## src/rtl/rtcdiv_pkg.sv

```systemverilog
// Package: rtcdiv_pkg
// Shared constants for the trimmable seconds predivider: the register bus
// width and the default sizes used when the top is elaborated stand-alone.
package rtcdiv_pkg;
    localparam int unsigned REG_W         = 32;
    localparam int unsigned DEF_PRE_W     = 16;
    localparam int unsigned DEF_WIN_W     = 6;
    localparam int unsigned DEF_SEC_W     = 32;
    localparam int unsigned DEF_NOMINAL   = 32'h0000_7FFF;
endpackage

```

## src/rtl/rtcdiv_trim_reg.sv

```systemverilog
// Module: rtcdiv_trim_reg
// Holds the software trim value. Only the low PRE_W bits are stored. The
// read-back bus zero-extends them to the register width.
// Assumes PRE_W <= REG_W and that writes come from the same clock domain.
module rtcdiv_trim_reg
    import rtcdiv_pkg::*;
#(
    parameter int unsigned PRE_W   = DEF_PRE_W,
    parameter int unsigned NOMINAL = DEF_NOMINAL
) (
    input  logic             clk,
    input  logic             rst_n,
    input  logic             wr_en,
    input  logic [REG_W-1:0] wr_data,
    output logic [REG_W-1:0] rd_data,
    output logic [PRE_W-1:0] trim
);
    localparam logic [PRE_W-1:0] RESET_VAL = PRE_W'(NOMINAL);

    logic [PRE_W-1:0] trim_q;

    // Capture the low field of a register write; reset to the nominal value.
    always_ff @(posedge clk) begin
        if (!rst_n) begin
            trim_q <= RESET_VAL;
        end else if (wr_en) begin
            trim_q <= wr_data[PRE_W-1:0];
        end
    end

    // Zero-extend the stored field onto the read bus.
    always_comb begin
        rd_data = '0;
        rd_data[PRE_W-1:0] = trim_q;
    end

    assign trim = trim_q;

    // the trim value changes only through a write
    assert_trim_write_only_R5: assert property (@(posedge clk) disable iff (!rst_n)
        !wr_en |=> $stable(trim_q));

    // a write lands exactly the low field
    assert_trim_captures_R2: assert property (@(posedge clk) disable iff (!rst_n)
        wr_en |=> trim_q == $past(wr_data[PRE_W-1:0]));
endmodule

```

## src/rtl/rtcdiv_prediv_core.sv

```systemverilog
// Module: rtcdiv_prediv_core
// Down-counting predivider with a window-position counter. An underflow
// while enabled reloads the counter with the nominal constant, or with the
// trim value when the window is on its last second, and produces a
// registered one-cycle tick. A load strobe restarts both counters.
// Assumes the trim input is stable apart from register writes.
module rtcdiv_prediv_core
    import rtcdiv_pkg::*;
#(
    parameter int unsigned PRE_W   = DEF_PRE_W,
    parameter int unsigned WIN_W   = DEF_WIN_W,
    parameter int unsigned NOMINAL = DEF_NOMINAL
) (
    input  logic             clk,
    input  logic             rst_n,
    input  logic             enable,
    input  logic             restart,
    input  logic [PRE_W-1:0] trim,
    output logic             wrap_evt,
    output logic             tick
);
    localparam logic [PRE_W-1:0] NOM_VAL  = PRE_W'(NOMINAL);
    localparam logic [WIN_W-1:0] WIN_LAST = '1;

    logic [PRE_W-1:0] cnt_q;
    logic [WIN_W-1:0] win_q;
    logic             tick_q;
    logic [PRE_W-1:0] reload_val;

    // Underflow happens on a zero count while counting and not restarting.
    assign wrap_evt   = enable && !restart && (cnt_q == '0);
    // The last second of the window is followed by a trim-length second.
    assign reload_val = (win_q == WIN_LAST) ? trim : NOM_VAL;

    // Count down, reload on underflow, restart on a load strobe.
    always_ff @(posedge clk) begin
        if (!rst_n) begin
            cnt_q <= NOM_VAL;
            win_q <= '0;
        end else if (restart) begin
            cnt_q <= NOM_VAL;
            win_q <= '0;
        end else if (wrap_evt) begin
            cnt_q <= reload_val;
            win_q <= win_q + WIN_W'(1);
        end else if (enable) begin
            cnt_q <= cnt_q - PRE_W'(1);
        end
    end

    // Register the underflow into a one-cycle tick.
    always_ff @(posedge clk) begin
        if (!rst_n) begin
            tick_q <= 1'b0;
        end else begin
            tick_q <= wrap_evt;
        end
    end

    assign tick = tick_q;

    // an ordinary underflow reloads the nominal value
    assert_nominal_reload_R3: assert property (@(posedge clk) disable iff (!rst_n)
        (enable && !restart && cnt_q == '0 && win_q != WIN_LAST) |=> cnt_q == NOM_VAL);

    // the underflow closing the window reloads the trim value
    assert_trim_reload_R4: assert property (@(posedge clk) disable iff (!rst_n)
        (enable && !restart && cnt_q == '0 && win_q == WIN_LAST) |=> cnt_q == $past(trim));

    // a restart puts the predivider and window back to their start
    assert_restart_R7: assert property (@(posedge clk) disable iff (!rst_n)
        restart |=> (cnt_q == NOM_VAL && win_q == '0));

    // disabled counting freezes the predivider and window, no tick follows
    assert_freeze_R8: assert property (@(posedge clk) disable iff (!rst_n)
        (!enable && !restart) |=> ($stable(cnt_q) && $stable(win_q) && !tick_q));

    // a tick is only raised after an underflow cycle
    assert_tick_cause_R3: assert property (@(posedge clk) disable iff (!rst_n)
        $rose(tick_q) |-> $past(cnt_q) == '0);
endmodule

```

## src/rtl/rtcdiv_sec_counter.sv

```systemverilog
// Module: rtcdiv_sec_counter
// Free-running seconds counter. It adds one on each predivider underflow
// and can be preloaded. The load has priority over counting.
// Assumes the increment strobe is never raised in a load cycle.
module rtcdiv_sec_counter
    import rtcdiv_pkg::*;
#(
    parameter int unsigned SEC_W = DEF_SEC_W
) (
    input  logic             clk,
    input  logic             rst_n,
    input  logic             load,
    input  logic [SEC_W-1:0] load_value,
    input  logic             incr,
    output logic [SEC_W-1:0] count
);
    logic [SEC_W-1:0] sec_q;

    // Preload or advance the seconds count.
    always_ff @(posedge clk) begin
        if (!rst_n) begin
            sec_q <= '0;
        end else if (load) begin
            sec_q <= load_value;
        end else if (incr) begin
            sec_q <= sec_q + SEC_W'(1);
        end
    end

    assign count = sec_q;

    // each underflow adds exactly one, wrapping modulo 2^SEC_W
    assert_sec_step_R6: assert property (@(posedge clk) disable iff (!rst_n)
        (incr && !load) |=> sec_q == $past(sec_q) + SEC_W'(1));

    // a load takes the supplied value
    assert_sec_load_R7: assert property (@(posedge clk) disable iff (!rst_n)
        load |=> sec_q == $past(load_value));

    // without an underflow or a load the count holds
    assert_sec_hold_R8: assert property (@(posedge clk) disable iff (!rst_n)
        (!incr && !load) |=> $stable(sec_q));
endmodule

```

## src/rtl/rtc_sec_predivider.sv

```systemverilog
// Module: rtc_sec_predivider
// Top of the trimmable seconds predivider. It ties the trim register, the
// predivider core and the seconds counter together.
// Assumes clk is the RTC reference clock and that all inputs are synchronous to it.
module rtc_sec_predivider
    import rtcdiv_pkg::*;
#(
    parameter int unsigned PRE_W   = DEF_PRE_W,
    parameter int unsigned WIN_W   = DEF_WIN_W,
    parameter int unsigned SEC_W   = DEF_SEC_W,
    parameter int unsigned NOMINAL = DEF_NOMINAL
) (
    input  logic             clk,
    input  logic             rst_n,
    input  logic             enable,
    input  logic             trim_wr_en,
    input  logic [31:0]      trim_wr_data,
    output logic [31:0]      trim_rd_data,
    input  logic             sec_load,
    input  logic [SEC_W-1:0] sec_load_value,
    output logic [SEC_W-1:0] sec_count,
    output logic             sec_tick
);
    logic [PRE_W-1:0] trim_val;
    logic             wrap_evt;

    rtcdiv_trim_reg #(
        .PRE_W   (PRE_W),
        .NOMINAL (NOMINAL)
    ) u_trim (
        .clk     (clk),
        .rst_n   (rst_n),
        .wr_en   (trim_wr_en),
        .wr_data (trim_wr_data),
        .rd_data (trim_rd_data),
        .trim    (trim_val)
    );

    rtcdiv_prediv_core #(
        .PRE_W   (PRE_W),
        .WIN_W   (WIN_W),
        .NOMINAL (NOMINAL)
    ) u_core (
        .clk      (clk),
        .rst_n    (rst_n),
        .enable   (enable),
        .restart  (sec_load),
        .trim     (trim_val),
        .wrap_evt (wrap_evt),
        .tick     (sec_tick)
    );

    rtcdiv_sec_counter #(
        .SEC_W (SEC_W)
    ) u_secs (
        .clk        (clk),
        .rst_n      (rst_n),
        .load       (sec_load),
        .load_value (sec_load_value),
        .incr       (wrap_evt),
        .count      (sec_count)
    );

    // the upper read-back bits never carry data
    assert_rd_upper_zero_R2: assert property (@(posedge clk) disable iff (!rst_n)
        trim_wr_en |=> (trim_rd_data >> PRE_W) == 32'd0);

    // a rising tick comes with a changed seconds count unless a load intervened
    assert_tick_counts_R6: assert property (@(posedge clk) disable iff (!rst_n)
        ($rose(sec_tick) && !$past(sec_load)) |-> sec_count != $past(sec_count));
endmodule

```

## config.mk

```make
export PLATFORM = sky130hd
export DESIGN_NAME = rtc_sec_predivider
export DESIGN_NICKNAME = d
export VERILOG_FILES = /design/src/rtl/rtcdiv_pkg.sv /design/src/rtl/rtcdiv_trim_reg.sv /design/src/rtl/rtcdiv_prediv_core.sv /design/src/rtl/rtcdiv_sec_counter.sv /design/src/rtl/rtc_sec_predivider.sv
export SDC_FILE = /design/constraint.sdc
export NUM_CORES = 1
export LEC_CHECK = 0
export ABC_AREA = 1
export CAP_MARGIN = 20
export CORE_ASPECT_RATIO = 0.7
export CORE_MARGIN = 3
export CORE_UTILIZATION = 25
export CTS_CLUSTER_SIZE = 28
export DETAILED_ROUTE_END_ITERATION = 16
export GPL_ROUTABILITY_DRIVEN = 0
export PLACE_DENSITY = 0.53
export SETUP_SLACK_MARGIN = 0.1
export SLEW_MARGIN = 15
export SYNTH_ARGS = -nofsm -noshare
export SYNTH_HDL_FRONTEND = slang
export SYNTH_SLANG_ARGS = --single-unit
```

## constraint.sdc

```tcl
create_clock -name clk -period 3.72 [get_ports clk]
set_input_delay 0.744 -clock clk [delete_from_list [all_inputs] [get_ports clk]]
set_output_delay 0.744 -clock clk [all_outputs]
set_load 0.02 [all_outputs]
```

# ---- Word level (Yosys, flattened, before mapping)
# Cells that the tools add are included.
dict set report classes {
  reduce_logical 7
  muxes 5
  n_eq_ne 1
  addsub 3
  n_bitwise 1
}
# cell n
set op_table {}
lappend op_table {{$mux 32} 2}
lappend op_table {{$mux 16} 3}
lappend op_table {{$add 32x1->32 const B} 1}
lappend op_table {{$logic_not 16->1} 1}
lappend op_table {{$sub 16x1->16 const B} 1}
lappend op_table {{$add 6x1->6 const B} 1}
lappend op_table {{$eq 6x6->1 const B} 1}
lappend op_table {{$reduce_bool 2->1} 2}
lappend op_table {{$logic_and 1x1->1} 2}
lappend op_table {{$reduce_or 2->1} 1}
lappend op_table {{$logic_not 1->1} 1}
lappend op_table {{$not 1->1} 1}
dict set report word_totals {
  output_inout_bits 65
  inputBits 69
  word_cells 22
  regBits 71
}

# ---- Depth between registers and ports, before layout
dict set report logic_depth {
  word_depth 5
  depth_mapped 12
  ltp_nobuf 11
}

# ---- Hierarchy
# From an unflattened synthesis, not the netlist that was laid out.
dict set report unflattened {
  hier_cells 706
  hier_area_um2 4710.8
}
# mod area_per_inst_um2 cells_each instances seq_area_each_um2
set by_module_without_submodules {}
lappend by_module_without_submodules {rtcdiv_sec_counter 2194.6 336 1 640.6}
lappend by_module_without_submodules {rtcdiv_prediv_core 1615.3 265 1 460.4}
lappend by_module_without_submodules {rtcdiv_trim_reg 900.9 105 1 320.3}

# ---- Worst setup path before layout
# Ideal clock, no wire load.
dict set report synth_path {
  kind {in2reg}
  from {input port sec_load}
  to {register u_secs.sec_q[22] (netlist: u_secs.count[22])}
  cell_stages 12
  path_slack_ns 1.833
  arrival_ns 1.777
  setup_ns 0.110
  required_ns 3.610
  n_path_buf 2
  cell_sequence {buf_6 -> inv_4 -> nand3_1 -> nor2_2 -> nand3_4 -> nand2_4 -> inv_2 -> buf_6 -> nand2_1 -> nand3_1 -> nand2_1 -> inv_1}
}
dict set report synth_via {
  elab_chain_cells 4
  word_cells_on_any_way 5
  cone_classes {mux: 1; reduce/logical: 4}
}
# item line
set synth_lines {}
lappend synth_lines {{from (decl)} rtc_sec_predivider.sv:19} ;# input logic sec_load,
lappend synth_lines {{$logic_not 1->1} rtcdiv_prediv_core.sv:31} ;# assign wrap_evt = enable && !restart && (cnt_q == '0);
lappend synth_lines {{$logic_and 1x1->1 (2 in a row)} rtcdiv_prediv_core.sv:31}
lappend synth_lines {{$reduce_bool 2->1 (no source line)} n/a}
lappend synth_lines {{to (signal assigned)} rtcdiv_sec_counter.sv:24} ;# sec_q <= load_value;
lappend synth_lines {{to (signal assigned)} rtcdiv_sec_counter.sv:26} ;# sec_q <= sec_q + SEC_W'(1);
lappend synth_lines {{to (decl)} rtcdiv_sec_counter.sv:17} ;# logic [SEC_W-1:0] sec_q;
# Several ways; a longest one is shown, not always the timed one.
# A chain may end at the register's enable or synchronous reset.

# ---- Worst setup path in the final report
dict set report layout_path {
  from {input port sec_load}
  to {register u_core.cnt_q[12]}
}
dict set report layout_via {
  elab_chain_cells 4
  word_cells_on_any_way 6
  cone_classes {mux: 1; reduce/logical: 5}
}
# item line
set layout_lines {}
lappend layout_lines {{$logic_not 1->1} rtcdiv_prediv_core.sv:31}
lappend layout_lines {{$logic_and 1x1->1 (2 in a row)} rtcdiv_prediv_core.sv:31}
lappend layout_lines {{$mux 16 / $reduce_bool 2->1 (equally long branches)} n/a}
lappend layout_lines {{to (signal assigned)} rtcdiv_prediv_core.sv:44} ;# cnt_q <= reload_val;
lappend layout_lines {{to (signal assigned)} rtcdiv_prediv_core.sv:47} ;# cnt_q <= cnt_q - PRE_W'(1);
lappend layout_lines {{to (decl)} rtcdiv_prediv_core.sv:25} ;# logic [PRE_W-1:0] cnt_q;
# Several ways; a longest one is shown, not always the timed one.

==> flow_summary.yaml <==
timing:
  hold_viol_final: 0
  rsz0062_at_grt: "no"
  skew_ns: 0.0111
  slew_viol_final: 0
  period_share_pct: 64.9
  tns_ns: 0
  tightestPinTransition_ns: 0.681
  fin_crit_ns: 2.41
  slew_headroom_pct: 54.3
  fmax_mhz: 414
  whs_ns: 0.480
  setup_viol: 0
power_and_ir_drop:
  power_per_cell_area_nw_per_um2: 334
  ir_drop_mv: 0.220
  power.leakage_nw: 2.49
placement:
  hpwl_um: 11000
  place_area_sq_um: 5600
  portBuffers: 101
  placed_cells: 1038
final_layout:
  multi_input_area_sq_um: 2530
  finalNonFillerCells: 1053
  drive_above_1_share_pct: 5.84
  layout_common_cells: "nand2_1, clkdlybuf4s50_1, nor2_1, nand3_1"
  seq_area_sq_um: 1420
  design_area_sq_um: 5860
  fill_cells: 1934
  utilization_pct: 33.9
  final_nets: 891
  area_delta_synth_final_pct: 31.8
  n_antenna_cell: 0
  final_common_cell: "nand2_1"
die:
  core.rowCount: 40
  ios: 134
  start_util_pct: 25.7
  dieWidth_um: 165
  core-area_sq_um: 17300
  fp.dieH_um: 118
  dieArea_sq_um: 19400
critical_path:
  required_ns: 3.99
  path_max_fanout: 22
  worst-path-buf-inv: 3
  cp_top_family: "buffers and inverters"
  start_kind: "primary input"
  path_class: "primary input to flop"
  slowest_delay_ns: 0.49
  worstPathCellList: "clkdlybuf4s50_1 > inv_4 > nand3_1 > nor2_2 > nand3_4 > inv_2 > o21ai_0 > nand2_1 > nand2_1 > nand2_1"
  cp_slowest_cell: "clkdlybuf4s50_1"
  arrival_ns: 2.69
  crit_path_end_kind: "flop"
  crit_top_cell: "nand2_1"
clocking:
  cts_buffers: 9
  cts_resized: 0
  clkLatencyLatePin_ns: 0.33
  cts_buffer_depth: 2
  clock-sinks: 71
  cts.clk_slew.worst_paths_ns: 0.06
  clockRootBuffer: "clkbuf_16"
  tritoncts: "yes"
  post_cts_buffers: 0
  hold_buffers: 0
  h-tree-depth: 3
detailed_routing:
  wirelength_um: 14800
  vias: 4707
  ant_nets: 0
  drc_errors: 0
  drt_first_iter_violations: 399
  drtPass1Iterations: 5
  avgViaCountPerCell: 4.47
  avgRoutedWirePerCell_um: 14.1
grt:
  grt_use_total_pct: 15.2
  grt_pass1_wl_um: 23600
  grt_max_degree: 34
  first_global_vias: 4413
  grt_overflow: 0
  antenna_found_initial: 0
job:
  maxCapViolations: 0
synthesis:
  synth.area.top_cells: "dfxtp_1, nand2_1, nand3_1"
  syn_inst: 725
  synth_area_per_cell_sq_um: 6.13
  syn_area_sq_um: 4450
  ys_seq_area_share_pct: 32.0
  yosys.area.top_type: "dfxtp_1"
  synth_top_area_share_pct: 32.0
  ys.warnings.count: 0
  synth-seq-cells: 71
  post_synth_num_cell_types: 35
outcome:
  status: "completed"
worst_hold_path:
  hp-class: "flop to flop"
## final timing paths
| kind | startpoint | end | slack (ns) | depth (start not counted) |
|---|---|---|---|---|
| max reg2reg | u_core.win_q[0] | u_core.cnt_q[0] | 1.68 | 7 |
| max | sec_load | u_core.cnt_q[12] | 1.31 | 10 |
| min | u_trim.trim[4] | u_trim.trim[4] | 0.48 | 2 |
| min reg2reg | u_trim.trim[4] | u_trim.trim[4] | 0.48 | 2 |
## area by class of cell
class	instances	area share, %
clock buffers	11	4.14
clock inverters	4	0.384
inverters	78	5.04
multi-input cells	551	43.2
flip-flops and latches	71	24.2
well taps	231	4.93
repair buffers	107	18.0
## sequential cells by signal, indices dropped and copies added, names as in the netlist
register and flops:
u_secs.count 32, u_core.cnt_q 16, u_trim.trim 16, u_core.win_q 6, u_core.tick 1
## cells in the mapped netlist, drive strengths merged
master and count:
and2 1, o21ai 35, o211ai 10, or2 8
dfxtp 71, ha 4, clkbuf 13, nor3 8
nand3b 1, o21a 2, xor2 11, a31oi 5
nor2 90, buf 27, o21bai 1, a21o 1
nand3 73, xnor2 5, nand4 8, conb 1
a21oi 30, inv 78, nand2 241, a21boi 1
## through the flow
step	total power, W	setup WS [ns]
after CTS	0.00198	1.33
after detailed placement	0.00118	0.984
after global routing	0.00205	1.13
after global placement	0.00118	0.970
final	0.00196	1.31
after floorplan	0.00103	1.83
## cell families after synthesis
kind of cell | after synthesis | share of synthesized area [%]
xor gates and xnor gates | 16 | 3.15
buffers and inverters | 118 | 12.3
DFF | 71 | 32.0
and+or+nand+nor | 430 | 40.7
adders and majority gates | 4 | 1.13
other | 1 | 0.0843
AOI/OAI and AO/OA | 85 | 10.6
## worst min-delay path: stages, from the launching register on
cell,delay [ns]
dfxtp_1,0.34
nand2_1,0.06
nand3_1,0.05
## metal layers
layer	routed length, um	part of all wire (%)	GRT usage (%)
met5	0	0	0
met2	5480	37	20.1
met1	8220	55	24.3
met3	999	6.7	4.22
met4	129	0.87	2.81
## report_power, final
part           leakage (nW)  switching, W  internal, W
logic                  1.78      0.000169     0.000147
registers             0.585     0.0000485     0.000799
clock network         0.131      0.000333     0.000463
total                  2.49      0.000551      0.00141
(Power assumes the default switching activity.)
